==> config.mk <==
export PLATFORM = sky130hd
export DESIGN_NAME = dl_irq_ctrl
export DESIGN_NICKNAME = d
export VERILOG_FILES = /design/src/rtl/dl_irq_pkg.sv /design/src/rtl/dl_irq_status_bit.sv /design/src/rtl/dl_irq_regs.sv /design/src/rtl/dl_irq_combine.sv /design/src/rtl/dl_irq_ctrl.sv
export SDC_FILE = /design/constraint.sdc
export NUM_CORES = 1
export LEC_CHECK = 0
export ABC_AREA = 1
export BUFFER_PORTS_ARGS = -buffer_cell sky130_fd_sc_hd__buf_2
export CELL_PAD_IN_SITES_DETAIL_PLACEMENT = 0
export CELL_PAD_IN_SITES_GLOBAL_PLACEMENT = 2
export CORE_MARGIN = 1.5
export CORE_UTILIZATION = 25
export DETAILED_ROUTE_END_ITERATION = 8
export GPL_TIMING_DRIVEN = 0
export PLACE_DENSITY = 0.8
export SLEW_MARGIN = 20
export SYNTH_ARGS = -nofsm -noshare
export SYNTH_HDL_FRONTEND = slang
export SYNTH_HIERARCHICAL = 1
export SYNTH_SLANG_ARGS = --single-unit
==> constraint.sdc <==
create_clock -name clk -period 2.49 [get_ports clk]
set_clock_uncertainty 0.15 [all_clocks]
set_input_delay 0.3735 -clock clk [delete_from_list [all_inputs] [get_ports clk]]
set_output_delay 0.3735 -clock clk [all_outputs]
set_load 0.03 [all_outputs]
==> src/rtl/dl_irq_pkg.sv <==
package dl_irq_pkg;
   localparam int ADDR_W = 2;

   typedef enum logic [ADDR_W-1:0] {
      REG_GRP_EN  = 2'd0,
      REG_SRC_EN  = 2'd1,
      REG_STATUS  = 2'd2,
      REG_CONTROL = 2'd3
   } reg_sel_e;

   typedef enum logic {
      CLR_W1C   = 1'b0,
      CLR_ON_RD = 1'b1
   } clr_mode_e;
endpackage

==> src/rtl/dl_irq_status_bit.sv <==
module dl_irq_status_bit (
   input  logic clk,
   input  logic rst,
   input  logic set_i,
   input  logic clr_i,
   output logic stat_o
);
   always_ff @(posedge clk) begin
      if (rst)        stat_o <= 1'b0;
      else if (set_i) stat_o <= 1'b1;
      else if (clr_i) stat_o <= 1'b0;
   end

   a_r2_sticky_hold: assert property (@(posedge clk) disable iff (rst)
      stat_o && !clr_i |=> stat_o);
   a_r6_event_wins: assert property (@(posedge clk) disable iff (rst)
      set_i |=> stat_o);
   a_r5_clear_takes: assert property (@(posedge clk) disable iff (rst)
      clr_i && !set_i |=> !stat_o);
endmodule

==> src/rtl/dl_irq_regs.sv <==
module dl_irq_regs
   import dl_irq_pkg::*;
#(
   parameter int NUM_SRC = 3,
   parameter int DATA_W  = 8
) (
   input  logic               clk,
   input  logic               rst,
   input  logic               wr_en,
   input  logic               rd_en,
   input  logic [ADDR_W-1:0]  addr,
   input  logic [DATA_W-1:0]  wdata,
   input  logic [NUM_SRC-1:0] status_i,
   output logic               grp_en_o,
   output logic [NUM_SRC-1:0] src_en_o,
   output clr_mode_e          mode_o,
   output logic [NUM_SRC-1:0] clr_o,
   output logic [DATA_W-1:0]  rdata_o
);
   generate
      if (NUM_SRC < 1 || NUM_SRC > DATA_W) begin : g_bad_width
         $error("NUM_SRC must lie between 1 and DATA_W");
      end
   endgenerate

   logic              hit_status;
   logic [DATA_W-1:0] rd_next;

   assign hit_status = (addr == REG_STATUS);

   always_ff @(posedge clk) begin
      if (rst) begin
         grp_en_o <= 1'b0;
         src_en_o <= '0;
         mode_o   <= CLR_W1C;
      end else if (wr_en) begin
         case (addr)
            REG_GRP_EN:  grp_en_o <= wdata[0];
            REG_SRC_EN:  src_en_o <= wdata[NUM_SRC-1:0];
            REG_CONTROL: mode_o   <= clr_mode_e'(wdata[0]);
            default: ;
         endcase
      end
   end

   always_comb begin
      clr_o = '0;
      if (mode_o == CLR_W1C && wr_en && hit_status)
         clr_o = wdata[NUM_SRC-1:0];
      else if (mode_o == CLR_ON_RD && rd_en && hit_status)
         clr_o = status_i;
   end

   always_comb begin
      rd_next = '0;
      case (addr)
         REG_GRP_EN:  rd_next[0]         = grp_en_o;
         REG_SRC_EN:  rd_next[NUM_SRC-1:0] = src_en_o;
         REG_STATUS:  rd_next[NUM_SRC-1:0] = status_i;
         REG_CONTROL: rd_next[0]         = mode_o;
         default: ;
      endcase
   end

   always_ff @(posedge clk) begin
      if (rst)        rdata_o <= '0;
      else if (rd_en) rdata_o <= rd_next;
   end

   a_r5_no_clear_from_write_in_cor: assert property (@(posedge clk) disable iff (rst)
      mode_o == CLR_ON_RD && !rd_en |-> clr_o == '0);
endmodule

==> src/rtl/dl_irq_combine.sv <==
module dl_irq_combine #(
   parameter int NUM_SRC = 3
) (
   input  logic               clk,
   input  logic               rst,
   input  logic [NUM_SRC-1:0] status_i,
   input  logic [NUM_SRC-1:0] src_en_i,
   input  logic               grp_en_i,
   output logic               irq_o
);
   logic [NUM_SRC-1:0] qual;

   generate
      for (genvar i = 0; i < NUM_SRC; i++) begin : g_qual
         assign qual[i] = status_i[i] & src_en_i[i];
      end
   endgenerate

   assign irq_o = grp_en_i & (|qual);

   a_r9_group_mask: assert property (@(posedge clk) disable iff (rst)
      !grp_en_i |-> !irq_o);
   a_r7_irq_needs_status: assert property (@(posedge clk) disable iff (rst)
      irq_o |-> status_i != '0);
endmodule

==> src/rtl/dl_irq_ctrl.sv <==
module dl_irq_ctrl
   import dl_irq_pkg::*;
#(
   parameter int NUM_SRC = 3,
   parameter int DATA_W  = 8
) (
   input  logic               clk,
   input  logic               rst,
   input  logic [NUM_SRC-1:0] evt,
   input  logic               wr_en,
   input  logic               rd_en,
   input  logic [ADDR_W-1:0]  addr,
   input  logic [DATA_W-1:0]  wdata,
   output logic [DATA_W-1:0]  rdata,
   output logic               irq
);
   logic [NUM_SRC-1:0] status_q;
   logic [NUM_SRC-1:0] clr_vec;
   logic [NUM_SRC-1:0] src_en;
   logic               grp_en;
   clr_mode_e          mode;

   generate
      for (genvar i = 0; i < NUM_SRC; i++) begin : g_stat
         dl_irq_status_bit u_bit (
            .clk    (clk),
            .rst    (rst),
            .set_i  (evt[i]),
            .clr_i  (clr_vec[i]),
            .stat_o (status_q[i])
         );
      end
   endgenerate

   dl_irq_regs #(.NUM_SRC(NUM_SRC), .DATA_W(DATA_W)) u_regs (
      .clk      (clk),
      .rst      (rst),
      .wr_en    (wr_en),
      .rd_en    (rd_en),
      .addr     (addr),
      .wdata    (wdata),
      .status_i (status_q),
      .grp_en_o (grp_en),
      .src_en_o (src_en),
      .mode_o   (mode),
      .clr_o    (clr_vec),
      .rdata_o  (rdata)
   );

   dl_irq_combine #(.NUM_SRC(NUM_SRC)) u_comb (
      .clk      (clk),
      .rst      (rst),
      .status_i (status_q),
      .src_en_i (src_en),
      .grp_en_i (grp_en),
      .irq_o    (irq)
   );

   a_r4_read_clears: assert property (@(posedge clk) disable iff (rst)
      mode == CLR_ON_RD && rd_en && addr == REG_STATUS && evt == '0 |=> status_q == '0);
   a_r3_latch_unmasked: assert property (@(posedge clk) disable iff (rst)
      evt != '0 |=> status_q != '0);
endmodule

==> results of run 1 <==
power groups by stage:
stage | registers, mW | clock network [mW] | logic [mW]
after floorplan | 0.195 | 0 | 0.0455
after global placement | 0.194 | 0 | 0.0694
after detailed placement | 0.194 | 0 | 0.0701
after CTS | 0.190 | 0.128 | 0.0705
after global routing | 0.191 | 0.139 | 0.0777
final | 0.190 | 0.119 | 0.0696
cell usage in the layout (no fill, tap or decap), drive strengths merged:
cell type	Yosys	routed
nand3	6	6
a211oi	1	1
a21oi	11	11
dfxtp	11	11
nor2	2	2
nand2	30	30
clkbuf	1	5
ha	5	5
inv	17	17
buf	5	20
o21ai	6	6
conb	1	5
clkinv	1	1
path summary, 6_finish.rpt:
path,start,cells after the start,endpoint
worst max-delay path,g_stat[0].u_bit/stat_o,5,irq
worst min-delay path,rst,2,g_stat[2].u_bit/stat_o
worst max register to register,u_regs/mode_o,6,g_stat[2].u_bit/stat_o
worst min register to register,u_regs/rdata_o[0],2,u_regs/rdata_o[0]
state kept, by name, summed over array words and instances (netlist names):
register	flops
g_stat.u_bit/stat_o	3
u_regs/grp_en_o	1
u_regs/mode_o	1
u_regs/rdata_o	3
u_regs/src_en_o	3
cell families after synthesis:
| logic type | synth area share [%] |
|---|---|
| flops | 33.7 |
| compound gates | 15.9 |
| buf+inv | 16.9 |
| other cells | 0.574 |
| simple gates | 23.4 |
| fa+ha+maj | 9.58 |
layer usage:
| layer | GRT usage [%] | up-vias | share of wire [%] |
|---|---|---|---|
| met4 | 7.50 | 0 | 1.6 |
| met1 | 13.5 | 267 | 44 |
| met5 | 0 | - | 0 |
| met3 | 1.94 | 2 | 6.6 |
| li1 | - | 335 | - |
| met2 | 18.9 | 19 | 48 |
layout make-up:
type	count	share of cell area (%)
inverter	18	8.53
multi-input combinational	66	41.9
tap	30	4.65
clock buffer	4	3.26
timing repair buffer	15	9.30
sequential	11	27.3
buffer	6	5.12
stage by stage:
stage          power, mW  hold slack [ns]
6_report           0.379            0.168
5_1_grt            0.408            0.158
4_1_cts            0.388            0.160
3_5_place_dp       0.264            0.303
3_3_place_gp       0.263            0.299
2_1_floorplan      0.240            0.286
==> impl_metrics.csv, run 1 <==
group,metric,value,unit
placed_design,portBuffers,15,
worst_setup_path,worstSetupEndpointType,"output pin",
cts,clock_latency,0.26,ns
layout,insertedDiodeCount,0,
worst_setup_path,crit_arrival,1.06,ns
synth,yosys.cell_types.count,15,
detailed_routing,routed_wirelength,1410,um
sta,setup_viol,0,
power,p_sw,0.107,mW
layout,instances_no_fill,150,
sta,fmax,632,MHz
synth,async_reset_ff_share,0,%
power,switching_share,28.3,%
power,peakVddDrop,0.160,mV
worst_setup_path,timing_worst_setup_path_type,"reg2out",
cts,cts_tree,"yes",
layout,fillers,290,
synth,syn-cell-area,653,sq um
placed_design,gp_congestion,0.718,
floorplanning,coreArea,2480,sq um
worst_setup_path,start_kind,"flop",
detailed_routing,ant_nets,0,
worst_setup_path,regToRegSetupSlack,1.38,ns
worst_setup_path,cp_data_required_time,1.97,ns
placed_design,place_hpwl,1190,um
cts,cts.sinks,11,
cts,clock_path_buffers,2,
sta,fin_crit,1.58,ns
floorplanning,rows,18,
worst_setup_path,path_cells,"nand2_1 > nand3_1 > nand2_1 > inv_1 > buf_2",
power,pwr-share-seq,50.1,%
sta,rsz0062_at_grt,"false",
worst_setup_path,cp_max_fo,4,
run,drv_cap,0,
grt,antenna_found_initial,0,
synth,ys_top_cells_by_count,"nand2_1 (29), inv_1 (17), dfxtp_1 (11)",
synth,synth_top_cell_area_share,33.7,%
worst_setup_path,crit_slowest_cell,"dfxtp_1",
synth,synth_edf_count,0,
placed_design,dpl_cell_area,781,sq um
detailed_routing,drtIter0Drc,13,
worst_setup_path,slowest_delay,0.39,ns
floorplanning,die_h,54.1,um
synth,yosysTopAreaCell,"dfxtp_1",
hold_path,min_path_type,"in2reg",
grt,grt_pass1_wl,2300,um
worst_setup_path,crit_buf_inv,2,
cts,cts_buffers,3,
sta,drv_slew,0,
cts,clk_pin_slew_worst_paths,0.07,ns
synth,synth_cells,97,
cts,ctsHoldBuffers,0,
floorplanning,die_area,2930,sq um
power,combPwrFrac,18.4,%
power,clkPwrFrac,31.5,%
layout,area_growth,23.6,%
cts,cts_htree_levels,1,
layout,nNetsFinal,143,
power,p_int,0.271,mW
detailed_routing,routedWlPerCell,9.43,um
grt,grt-ovfl-total,0,
synth,yosysSeqAreaShare,33.7,%
detailed_routing,vias,623,
cts,root_buffer,"clkbuf_4",
sta,hold_violations,0,
layout,drive_gt1_share,23.3,%
power,powerDensity,469,nW/um^2
worst_setup_path,cp_top_family,"flip-flops",
detailed_routing,viasPerCell,4.15,
outcome,status,"completed",
synth,ys_ff_latch,11,
floorplanning,start_util,26.4,%
cts,postCtsSetupRepairBufs,0,
detailed_routing,drc,0,
placed_design,pre_cts_ws,0.854,ns
grt,grt_max_degree,9,
grt,first_global_vias,557,
sta,timing.final.ws_setup,0.907,ns
cts,cts_resized,0,
detailed_routing,dr.pass1.iters,4,
layout,postLayoutCoreUtil,32.6,%
grt,grt_usage,11.4,%
floorplanning,ioPinCount,26,
synth,yosys_most_used_dff,"dfxtp_1",
sta,timing.final.crit_share,63.6,%
sta,tns,0,ns
synth,syn_area_per_cell,6.73,sq um
layout,multi_input_area,338,sq um
synth,yosysWarnings,6,
synth,synth.most_common_cell,"nand2_1",
synth,ys_top_cells_by_area,"dfxtp_1 (34%), nand2_1 (17%), inv_1 (9.8%)",
placed_design,dp.cells,146,
floorplanning,fp.dieW,54.1,um
worst_setup_path,crit_path_frequent_cell,"nand2_1",
layout,final_area,807,sq um
layout,seqCellArea,220,sq um
power,leakagePower,0.408,nW
Note: power is estimated with default switching activity, not from simulation.
==> run 2: changes to the inputs <==
- CORE_UTILIZATION: 25 -> 23
- PLACE_DENSITY: 0.8 -> 0.75
- clock period: 2.49 -> 1.5 ns (I/O delays scaled with it)
==> run 2 against run 1 <==
  * Clock power rose by 77%
  * Non-clock buffer count rose by 1
  * Die area up 8.2%
  * Routed wire length fell by 3.0%
  * Register-to-register slack worse by 1.0 ns
  * Clock-buffer cell count down 1
  * Highest routed layer unchanged
  * Critical endpoint unchanged
  * Worst hold slack lost 0.14 ns
==> impl_metrics.csv, run 2 (synthesized netlist as in run 1, its figures left out) <==
group,metric,value,unit
outcome,status,"completed",
layout,top_regs,"g_stat.u_bit/stat_o: 3 flops, u_regs/rdata_o: 3 flops, u_regs/src_en_o: 3 flops",
cts,clock_latency,0.28,ns
grt,first_global_vias,569,
worst_setup_path,crit_arrival,1.03,ns
power,combPwrFrac,18.1,%
worst_setup_path,timing_worst_setup_path_type,"reg2out",
detailed_routing,drc,0,
detailed_routing,dr.pass1.iters,4,
power,powerDensity,776,nW/um^2
power,leakagePower,0.417,nW
power,clkPwrFrac,32.7,%
worst_setup_path,start_kind,"flop",
cts,root_buffer,"clkbuf_4",
sta,timing.final.ws_setup,0.0923,ns
placed_design,place_hpwl,1130,um
power,pwr-share-seq,49.1,%
floorplanning,ioPinCount,26,
power,peakVddDrop,0.616,mV
placed_design,dp.cells,147,
grt,grt_pass1_wl,2360,um
layout,final_common_cell,"nand2_1",
run,drv_cap,0,
layout,nNetsFinal,144,
detailed_routing,routedWlPerCell,9.03,um
sta,fmax,710,MHz
cts,cts_tree,"yes",
grt,grt_usage,9.89,%
grt,grt_max_degree,9,
floorplanning,die_area,3170,sq um
cts,clk_pin_slew_worst_paths,0.08,ns
power,switching_share,30.0,%
sta,setup_viol,0,
grt,antenna_found_initial,0,
floorplanning,fp.dieW,56.3,um
placed_design,gp_congestion,0.680,
cts,cts_buffers,3,
floorplanning,rows,19,
detailed_routing,vias,610,
sta,tns,0,ns
power,p_int,0.450,mW
detailed_routing,drtIter0Drc,7,
placed_design,pre_cts_ws,-0.00574,ns
layout,layout_common_cells,"nand2_1 (29), inv_1 (17), buf_2 (14)",
detailed_routing,viasPerCell,4.01,
detailed_routing,ant_nets,0,
power,power,0.643,mW
cts,clock_path_buffers,2,
sta,drv_slew,0,
cts,cts.sinks,11,
layout,area_growth,27.0,%
grt,grt-ovfl-total,0,
hold_path,min_path_type,"in2reg",
worst_setup_path,cp_max_fo,3,
cts,cts_htree_levels,1,
floorplanning,die_h,56.3,um
layout,instances_no_fill,152,
layout,drive_gt1_share,28.9,%
placed_design,portBuffers,15,
layout,postLayoutCoreUtil,30.3,%
floorplanning,coreArea,2730,sq um
sta,fin_crit,1.41,ns
worst_setup_path,reg2reg_depth,6,
sta,timing.final.crit_share,93.8,%
detailed_routing,routed_wirelength,1370,um
sta,hold_violations,0,
layout,insertedDiodeCount,0,
worst_setup_path,cp_data_required_time,1.12,ns
floorplanning,start_util,23.9,%
worst_setup_path,worstSetupEndpointType,"output pin",
power,p_sw,0.193,mW
cts,postCtsSetupRepairBufs,0,
hold_path,hold_depth,3,
==> run 2: worst max-delay path, cell delays in order, from the launching register on <==
cell	delay (ns)
dfxtp_2	0.34
nand2_1	0.06
nand3_1	0.09
nand2_1	0.05
inv_1	0.04
clkbuf_4	0.17
==> run 2: worst paths after layout <==
kind / from / end / slack, ns
worst max-delay path: g_stat[1].u_bit/stat_o / irq / 0.09
worst min-delay path: evt[0] / g_stat[0].u_bit/stat_o / 0.02
worst max register to register: u_regs/mode_o / g_stat[0].u_bit/stat_o / 0.38
worst min register to register: u_regs/rdata_o[0] / u_regs/rdata_o[0] / 0.31
==> run 2: per-layer routing <==
layer	vias up	track usage, %	part of all wire (%)	wire length, um
met3	2	5.07	6.1	84
li1	339	-	-	-
met5	-	0	0	0
met4	0	3.06	0.95	13
met2	13	16.3	48	660
met1	256	11.1	45	613
==> run 2: final cells by class <==
type / count / area, sq um
flip-flops and latches: 11 / 228
repair buffers: 16 / 87.6
fillers: 305 / 1900
inverters: 18 / 68.8
plain buffers: 6 / 41.3
well taps: 31 / 38.8
clock inverters: 1 / 5.00
clock buffers: 3 / 22.5
multi-input cells: 66 / 338
==> run 2: timing repair <==
item	CTS	global route
setup endpoints to repair	0	1
endpoints found under the hold margin	3	0
gates resized for setup	0	7
hold buffers	1	0
==> run 2: through the flow <==
stage               hold WS [ns]  area [sq um]
finish                    0.0242           830
global route             0.00835           830
CTS                       0.0200           820
detailed placement         0.305           782
global placement           0.300           782
floorplan                  0.137           668
==> run 2: power by group through the flow <==
stage               registers, mW  logic [mW]  clock network, mW
detailed placement          0.322       0.116                  0
global route                0.319       0.132              0.243
floorplan                   0.323      0.0756                  0
CTS                         0.315       0.118              0.223
global placement            0.322       0.115                  0
finish                      0.316       0.117              0.211
